File: src/rtl/dmaq_pkg.sv
`timescale 1ns/1ps
package dmaq_pkg;
   localparam int ADDR_W = 4;

   typedef enum logic [ADDR_W-1:0] {
      REG_LSA       = 4'd0,
      REG_EA_LO     = 4'd1,
      REG_EA_HI     = 4'd2,
      REG_SIZE_TAG  = 4'd3,
      REG_CLASS_CMD = 4'd4,
      REG_FREE      = 4'd5,
      REG_TAG_DONE  = 4'd6,
      REG_QMASK     = 4'd7,
      REG_QTYPE     = 4'd8
   } reg_addr_e;

   localparam logic [15:0] ST_OK      = 16'd0;
   localparam logic [15:0] ST_INVALID = 16'd1;
   localparam logic [15:0] ST_RETRY   = 16'd2;

   localparam logic [1:0] QT_IDLE = 2'd0;
   localparam logic [1:0] QT_ANY  = 2'd1;
   localparam logic [1:0] QT_ALL  = 2'd2;
endpackage

File: src/rtl/dmaq_fifo.sv
`timescale 1ns/1ps
module dmaq_fifo #(
   parameter int W     = 8,
   parameter int DEPTH = 16
) (
   input  logic                         clk,
   input  logic                         rst,
   input  logic                         push,
   input  logic                         pop,
   input  logic [W-1:0]                 din,
   output logic [W-1:0]                 dout,
   output logic [$clog2(DEPTH+1)-1:0]   count
);
   localparam int PTR_W = $clog2(DEPTH);
   localparam int CNT_W = $clog2(DEPTH+1);
   localparam bit POW2  = (DEPTH & (DEPTH - 1)) == 0;

   logic [W-1:0]     mem [DEPTH];
   logic [PTR_W-1:0] wr_ptr, rd_ptr, wr_nxt, rd_nxt;

   generate
      if (POW2) begin : g_wrap_nat
         assign wr_nxt = wr_ptr + 1'b1;
         assign rd_nxt = rd_ptr + 1'b1;
      end else begin : g_wrap_cmp
         assign wr_nxt = (wr_ptr == PTR_W'(DEPTH-1)) ? '0 : wr_ptr + 1'b1;
         assign rd_nxt = (rd_ptr == PTR_W'(DEPTH-1)) ? '0 : rd_ptr + 1'b1;
      end
   endgenerate

   always_ff @(posedge clk) begin
      if (push) mem[wr_ptr] <= din;
   end

   always_ff @(posedge clk) begin
      if (rst) begin
         wr_ptr <= '0;
         rd_ptr <= '0;
         count  <= '0;
      end else begin
         if (push) wr_ptr <= wr_nxt;
         if (pop)  rd_ptr <= rd_nxt;
         case ({push, pop})
            2'b10:   count <= count + CNT_W'(1);
            2'b01:   count <= count - CNT_W'(1);
            default: count <= count;
         endcase
      end
   end

   assign dout = mem[rd_ptr];
endmodule

File: src/rtl/dmaq_retire.sv
`timescale 1ns/1ps
module dmaq_retire #(
   parameter int DEPTH   = 16,
   parameter int NTAGS   = 32,
   parameter int LATENCY = 8
) (
   input  logic                      clk,
   input  logic                      rst,
   input  logic                      busy,
   input  logic                      push,
   input  logic [$clog2(NTAGS)-1:0]  push_tag,
   input  logic [$clog2(NTAGS)-1:0]  head_tag,
   output logic                      pop,
   output logic [NTAGS-1:0]          done
);
   localparam int TAG_W = $clog2(NTAGS);
   localparam int T_W   = $clog2(LATENCY);
   localparam int CNT_W = $clog2(DEPTH+1);

   logic [T_W-1:0] timer;

   assign pop = busy && (timer == T_W'(LATENCY-1));

   always_ff @(posedge clk) begin
      if (rst || pop || !busy) timer <= '0;
      else                     timer <= timer + 1'b1;
   end

   generate
      for (genvar t = 0; t < NTAGS; t++) begin : g_tag
         logic [CNT_W-1:0] pend;
         logic inc, dec;
         assign inc = push && (push_tag == TAG_W'(t));
         assign dec = pop  && (head_tag == TAG_W'(t));
         always_ff @(posedge clk) begin
            if (rst)               pend <= '0;
            else if (inc && !dec)  pend <= pend + CNT_W'(1);
            else if (dec && !inc)  pend <= pend - CNT_W'(1);
         end
         assign done[t] = (pend == '0);
      end
   endgenerate
endmodule

File: src/rtl/dmaq_query.sv
`timescale 1ns/1ps
module dmaq_query
   import dmaq_pkg::*;
#(
   parameter int NTAGS = 32
) (
   input  logic              clk,
   input  logic              rst,
   input  logic              wr_mask,
   input  logic              wr_type,
   input  logic [31:0]       wdata,
   input  logic [NTAGS-1:0]  done,
   output logic [1:0]        qtype,
   output logic [NTAGS-1:0]  tag_status
);
   logic [NTAGS-1:0] mask_q;
   logic hit_any, hit_all, met, legal_type;

   assign hit_any    = |(mask_q & done);
   assign hit_all    = &(~mask_q | done);
   assign met        = ((qtype == QT_ANY) && hit_any) || ((qtype == QT_ALL) && hit_all);
   assign legal_type = (wdata == 32'd1) || (wdata == 32'd2);

   always_ff @(posedge clk) begin
      if (rst) begin
         mask_q     <= '0;
         qtype      <= QT_IDLE;
         tag_status <= '1;
      end else if (qtype == QT_IDLE) begin
         if (wr_mask)               mask_q <= wdata[NTAGS-1:0];
         if (wr_type && legal_type) qtype  <= wdata[1:0];
      end else if (met) begin
         qtype      <= QT_IDLE;
         tag_status <= mask_q & done;
      end
   end
endmodule

File: src/rtl/dma_cmdq_regs.sv
`timescale 1ns/1ps
module dma_cmdq_regs
   import dmaq_pkg::*;
#(
   parameter int DEPTH    = 16,
   parameter int NTAGS    = 32,
   parameter int LATENCY  = 8,
   parameter int MAX_SIZE = 16384
) (
   input  logic                      clk,
   input  logic                      rst,
   input  logic                      wr_en,
   input  logic [ADDR_W-1:0]         addr,
   input  logic [31:0]               wdata,
   output logic [31:0]               rdata,
   output logic                      mv_valid,
   output logic [31:0]               mv_lsa,
   output logic [63:0]               mv_ea,
   output logic [15:0]               mv_size,
   output logic [$clog2(NTAGS)-1:0]  mv_tag,
   output logic [15:0]               mv_class,
   output logic [15:0]               mv_opcode
);
   localparam int TAG_W = $clog2(NTAGS);
   localparam int CNT_W = $clog2(DEPTH+1);

   initial begin
      assert (DEPTH >= 2) else $error("DEPTH must be at least 2");
      assert (NTAGS >= 2 && NTAGS <= 32) else $error("NTAGS must be 2..32");
      assert (LATENCY >= 2) else $error("LATENCY must be at least 2");
      assert (MAX_SIZE > 0 && MAX_SIZE < 65536) else $error("MAX_SIZE out of range");
   end

   typedef struct packed {
      logic [31:0]      lsa;
      logic [63:0]      ea;
      logic [15:0]      size;
      logic [TAG_W-1:0] tag;
      logic [15:0]      cls;
      logic [15:0]      op;
   } cmd_t;
   localparam int CMD_W = $bits(cmd_t);

   logic [31:0]      lsa_q;
   logic [63:0]      ea_q;
   logic [15:0]      size_q, tag_raw_q, status_q;
   logic [CNT_W-1:0] fifo_count, free_cnt;
   logic [CMD_W-1:0] fifo_dout;
   logic [NTAGS-1:0] done, tag_status;
   logic [1:0]       qtype;
   cmd_t             staged, head;
   logic             commit, legal, full, push, pop, busy, wr_qtype, wr_qmask;

   assign commit   = wr_en && (addr == REG_CLASS_CMD);
   assign wr_qtype = wr_en && (addr == REG_QTYPE);
   assign wr_qmask = wr_en && (addr == REG_QMASK);
   assign legal    = (tag_raw_q < 16'(NTAGS)) && (size_q != '0) && (size_q <= 16'(MAX_SIZE));
   assign full     = (fifo_count == CNT_W'(DEPTH));
   assign busy     = (fifo_count != '0);
   assign push     = commit && legal && !full;
   assign free_cnt = CNT_W'(DEPTH) - fifo_count;

   assign staged = '{lsa: lsa_q, ea: ea_q, size: size_q, tag: tag_raw_q[TAG_W-1:0],
                     cls: wdata[31:16], op: wdata[15:0]};

   always_ff @(posedge clk) begin
      if (rst) begin
         lsa_q     <= '0;
         ea_q      <= '0;
         size_q    <= '0;
         tag_raw_q <= '0;
         status_q  <= ST_OK;
      end else if (wr_en) begin
         case (addr)
            REG_LSA:       lsa_q        <= wdata;
            REG_EA_LO:     ea_q[31:0]   <= wdata;
            REG_EA_HI:     ea_q[63:32]  <= wdata;
            REG_SIZE_TAG: begin
               size_q    <= wdata[31:16];
               tag_raw_q <= wdata[15:0];
            end
            REG_CLASS_CMD: status_q <= !legal ? ST_INVALID : (full ? ST_RETRY : ST_OK);
            default: ;
         endcase
      end
   end

   dmaq_fifo #(.W(CMD_W), .DEPTH(DEPTH)) u_fifo (
      .clk(clk), .rst(rst), .push(push), .pop(pop),
      .din(staged), .dout(fifo_dout), .count(fifo_count)
   );

   assign head = cmd_t'(fifo_dout);

   dmaq_retire #(.DEPTH(DEPTH), .NTAGS(NTAGS), .LATENCY(LATENCY)) u_retire (
      .clk(clk), .rst(rst), .busy(busy), .push(push),
      .push_tag(staged.tag), .head_tag(head.tag), .pop(pop), .done(done)
   );

   dmaq_query #(.NTAGS(NTAGS)) u_query (
      .clk(clk), .rst(rst), .wr_mask(wr_qmask), .wr_type(wr_qtype),
      .wdata(wdata), .done(done), .qtype(qtype), .tag_status(tag_status)
   );

   always_comb begin
      case (addr)
         REG_CLASS_CMD: rdata = {16'h0000, status_q};
         REG_FREE:      rdata = 32'(free_cnt);
         REG_TAG_DONE:  rdata = 32'(tag_status);
         REG_QTYPE:     rdata = 32'(qtype);
         default:       rdata = '0;
      endcase
   end

   assign mv_valid  = busy;
   assign mv_lsa    = head.lsa;
   assign mv_ea     = head.ea;
   assign mv_size   = head.size;
   assign mv_tag    = head.tag;
   assign mv_class  = head.cls;
   assign mv_opcode = head.op;
endmodule

File: config.mk
export PLATFORM = sky130hd
export DESIGN_NAME = dma_cmdq_regs
export DESIGN_NICKNAME = d
export VERILOG_FILES = /design/src/rtl/dmaq_pkg.sv /design/src/rtl/dmaq_fifo.sv /design/src/rtl/dmaq_retire.sv /design/src/rtl/dmaq_query.sv /design/src/rtl/dma_cmdq_regs.sv
export SDC_FILE = /design/constraint.sdc
export NUM_CORES = 2
export LEC_CHECK = 0
export CAP_MARGIN = 40
export CORE_MARGIN = 4
export CORE_UTILIZATION = 42
export CTS_CLUSTER_DIAMETER = 200
export CTS_CLUSTER_SIZE = 20
export DETAILED_ROUTE_END_ITERATION = 10
export DONT_BUFFER_PORTS = 1
export PLACE_DENSITY_LB_ADDON = 0.15
export SYNTH_ARGS = -nofsm -noshare
export SYNTH_HDL_FRONTEND = slang
export SYNTH_SLANG_ARGS = --single-unit
export TNS_END_PERCENT = 50
File: constraint.sdc
create_clock -name clk -period 24.1 [get_ports clk]
set_input_delay 2.41 -clock clk [delete_from_list [all_inputs] [get_ports clk]]
set_output_delay 2.41 -clock clk [all_outputs]
set_load 0.01 [all_outputs]
### Yosys cells after proc, flatten, opt, wreduce, memory -nomap -nowiden

Memories as Yosys holds them, arrays and structs flattened. A register that Yosys moved wholly into a read port is not among the register bits.
Cells that the tools add are included.
W data, S select, Z words.

| cells by class | value |
|---|---|
| bitwise logic cells | 4 |
| equal/unequal tests | 79 |
| muxes and demuxes | 75 |
| magnitude comparators | 2 |
| $add $sub $neg | 70 |
| reductions and logical operators | 291 |

Operator list:

| cell | count |
|---|---|
| $mux W5 | 64 |
| $logic_not A5 Y1 | 34 |
| $add A5 B1 Y5 const B | 33 |
| $eq A5 B5 Y1 const B | 33 |
| $sub A5 B1 Y5 const B | 33 |
| $logic_and A1 B1 Y1 | 139 |
| $pmux W32 S4 | 1 |
| $eq A5 B4 Y1 const B | 16 |
| $reduce_bool A2 Y1 | 34 |
| $logic_not A1 Y1 | 66 |
| $eq A5 B3 Y1 const B | 8 |
| $and A32 B32 Y32 | 1 |
| $eq A32 B1 Y1 const B | 1 |
| $eq A32 B2 Y1 const B | 1 |
| $not A32 Y32 | 1 |
| $or A32 B32 Y32 | 1 |
| $reduce_and A32 Y1 | 1 |
| $reduce_or A32 Y1 | 1 |
| $eq A5 B2 Y1 const B | 4 |
| $eq A4 B3 Y1 const B | 4 |
| $le A16 B15 Y1 const B | 1 |
| $lt A16 B6 Y1 const B | 1 |
| $reduce_and A2 Y1 | 8 |
| $reduce_bool A16 Y1 | 1 |
| other kinds (20) | 34 |

| storage, ports and cells | value |
|---|---|
| memories kept | 1 |
| bits of input ports | 39 |
| output and inout port bits | 182 |
| logic and storage cells | 567 |
| register bits after elaboration | 386 |
| RAM bits | 2384 |

Memory list:

| memory | words | bits a word | read ports | clocked after Yosys merged registers in | write ports | line | text |
|---|---|---|---|---|---|---|---|
| u_fifo.mem | 16 | 149 | 1 | 1 | 1 | dmaq_fifo.sv:18 | `logic [W-1:0] mem [DEPTH];` |

### Depth between registers and ports, before layout

| logic depth | value |
|---|---|
| depth after elaboration | 10 |
| mapped depth | 18 |

### By module

Synthesis repeated with hierarchy kept, for this count alone.

| second synthesis, totals | value |
|---|---|
| cells, all modules | 6148 |
| area, all modules | 109025.8 µm² |

By module, submodules not included:

| module | cells each | times used | area each (µm²) |
|---|---|---|---|
| dmaq_fifo | 3742 | 1 | 89582.2 |
| dmaq_retire | 1372 | 1 | 11439.7 |
| dma_cmdq_regs | 656 | 1 | 4991.0 |
| dmaq_query | 378 | 1 | 3012.9 |

### Worst setup path after synthesis

No wires, ideal clock.

| timing | value |
|---|---|
| path kind | input-to-reg |
| start | input addr[2] |
| end | memory u_fifo.mem[3][0] (netlist name) (enable) |
| required time | 23.259 ns |
| arrival time | 13.626 ns |
| setup slack | 9.634 ns |
| stages | 7 |
| buffers on the path | 1 |
| cell sequence | nor2b_1 and3_1 nand3_1 nor3_1 clkbuf_1 nand2_1 nor3_1 |

| on the way | value |
|---|---|
| longest elaborated chain between the ends | 6 |

Ends and longest elaborated chain:

| item | line | text |
|---|---|---|
| start: declaration | dma_cmdq_regs.sv:13 | `input logic [ADDR_W-1:0] addr,` |
| $eq A4 B3 Y1 | dma_cmdq_regs.sv:54 | `assign commit = wr_en && (addr == REG_CLASS_CMD);` |
| $logic_and A1 B1 Y1 | dma_cmdq_regs.sv:54 |  |
| $logic_and A1 B1 Y1 (2 in a row) | dma_cmdq_regs.sv:60 | `assign push = commit && legal && !full;` |
| $mux W1 | dmaq_fifo.sv:32 | `if (push) mem[wr_ptr] <= din;` |
| $mux W1 (implied by the code) | dmaq_fifo.sv:32 |  |
| end: declaration | dmaq_fifo.sv:18 |  |

Every way passes these cells.

==> metrics <==
hold bufs inserted after CTS 0; Worst setup SP type flip-flop; PortBufs 0; fin. max-slew vios 85; vias post-DR 53513; Synth Flop Type edfxtp_1; Syn Area/Cell 19.0 um^2; Num Clock Sinks 2760; kind of critical path reg2out; setup violators final 0; Post-Syn Area 109000 um^2; first-pass GRT wire length 407 mm; #FFs+latches synth 2760; largest net degree at the start of global routing 405; Max-cap violations 0; part of the cycle the worst path needs 30.9%; cell breakdown of the critical path buf_12 > buf_4 > buf_16 > buf_4 > buf_16 > mux4_2 > mux4_2; Power Total 7940 uW; global route total overflow 0; Die ar. 267000 um^2; vias in the first global route 54449; Yosys cell types 49; status finished with violations; Post-synth EDFFs 2384; Ports 221; commonest non-fill, non-tap cell in the layout edfxtp_1; WHS 0.432 ns; Final min period 7.46 ns; Yosys warning total 0; Synth Net Count 5935; Longest Clk Path Bufs 3; Clock Latency Late Sink 0.85 ns; final-report hold violation count 0; drt wl/cell 31.1 um; Max Clock Freq 134 MHz; CORE AREA 257000 um^2; Resized Gates After CTS 0; post-route setup TNS 0 ns; final antenna-violating net count 0; async set-reset flop share out of synthesis 0%; P&R area growth vs syn 8.71%; Yosys top cell by area edfxtp_1; initial antenna violation count 16; Critical Path End Type output pin; Tot GR Track Use 21.4%; Slowest-stage cell, CP dfxtp_4; Starting Density 42.2%; pre-CTS WS 17.46 ns; Final nets 5914; Via-to-Cell Ratio 5.81; Yosys top cell area share 65.9%; Setup Fix Bufs, Post-CTS 0; CTS root buffer clkbuf_16; Die X 517 um; row cnt 186; Seq/Total Area, Yosys 72.8%; share of cells above drive strength 1 18.5%; largest delay contributor family on the critical path buffers and inverters; worst vdd ir 0.0744 mV; relative slew slack -18.1%; H-tree levels 4; worst clock skew 0.0487 ns; most frequent cells in the layout 2384 x edfxtp_1, 733 x mux4_2, 373 x nand2_1; failing checks max-slew violations; first-pass detailed-route iteration total 5; Final WS setup 16.64 ns; slowest stage delay, CP 0.86 ns; LEAKAGE 0.0391 uW; top post-synthesis cells by area edfxtp_1 66%, mux4_2 15%, dfxtp_1 6.9%, ha_1 1.7%, a21oi_1 1.6%; measured slew at the worst slew-check pin 1.77 ns; initial drt markers 5306; Hold Path Class reg2reg; power per cell area 67.3 nW/um^2; critical path fanouts, max 151; CP bufs+invs 5; Die Ht 517 um; HPWL Detailed 151 mm; CTS clock-pin slew for the worst setup and hold paths 0.09 ns; drt drc 0; CTS buffer count 155; critical path data required time 21.69 ns; RSZ-0062 raised after global routing false; drt total wl 287 mm; CTS tree built; CP arrival 5.05 ns; Post-Synthesis Cells 5719; routability cong. 0.792
## per-layer routing
layer / part of all wire [%] / track usage, %
met2: 50 / 36.6
met1: 42 / 29.2
met4: 1.9 / 4.00
met3: 6.1 / 3.29
met5: 0 / 0
## final timing paths
kind,cells past startpoint,from,slack [ns],to
setup / recovery,7,flip-flop,16.64,mv_ea[14]
hold / removal,1,u_retire.timer[0]$_SDFF_PP0_,0.43,u_retire.timer[0]$_SDFF_PP0_
setup reg to reg,17,flip-flop,18.43,u_retire.g_tag[24].pend[4]$_SDFFE_PP0P_
hold reg to reg,1,u_retire.timer[0]$_SDFF_PP0_,0.43,u_retire.timer[0]$_SDFF_PP0_
## cell usage after synthesis, types with 5 or more instances
cell type and count:
inv_1 61, nand4_1 13, nand3_1 24, edfxtp_1 2384
nor2b_1 24, clkbuf_1 211, mux2i_1 74, nor4_1 14
nor2_1 344, a21bo_2 10, buf_1 31, nand2b_1 8
or3b_2 5, a31oi_1 18, and3_1 35, nand3b_1 5
ha_1 144, or4_1 14, dfxtp_1 376, nor3b_1 7
nand2_1 376, or3_1 37, a211oi_1 12, a21oi_1 351
nor3_1 30, a21o_1 64, o21ai_0 45, xnor2_1 65
mux4_2 733, xor2_1 77, a21boi_0 7, buf_2 58
fa_1 33
## registers in the layout, summed over array words and instances, names as in the netlist, named ones only
register	cells
lsa_q	32
status_q	2
u_retire.timer	3
u_query.qtype	2
tag_raw_q	16
u_fifo.rd_ptr	4
u_fifo.count	5
u_fifo.wr_ptr	4
u_fifo.mem	2384
size_q	16
u_retire.g_tag.pend	160
u_query.tag_status	32
ea_q	64
u_query.mask_q	32
## where the power goes
| group | internal (uW) | switching [uW] | total [uW] |
|---|---|---|---|
| Combinational | 9.84 | 20.1 | 29.9 |
| Clock | 1230 | 1530 | 2760 |
| Sequential | 5130 | 11.9 | 5150 |
## cells by family after synthesis
group / count (synthesis) / share of synthesized area (%)
mux: 807 / 15.9
simple gates: 951 / 3.83
xor+xnor: 142 / 1.15
fa+ha+maj: 177 / 2.27
flops: 2760 / 72.8
compound gates: 517 / 2.69
buf+inv: 365 / 1.35
## final cells by class
type / instances / area [um^2]
antenna: 19 / 47.5
clock buffer: 256 / 4280
clock inverter: 12 / 190
fill: 21593 / 139000
inverter: 61 / 229
multi-input combinational: 2594 / 28200
sequential: 2760 / 79100
tap: 3384 / 4230
timing repair buffer: 126 / 1780
## stage by stage
stage          utilization, %  area, um^2  instances
6_report                 45.9      118000       9212
5_1_grt                  45.9      118000       9200
4_1_cts                  45.9      118000       9192
3_5_place_dp             44.2      114000       8924
3_3_place_gp             43.8      113000       8879
2_1_floorplan               -      109000       5719
(Power assumes the default switching activity.)
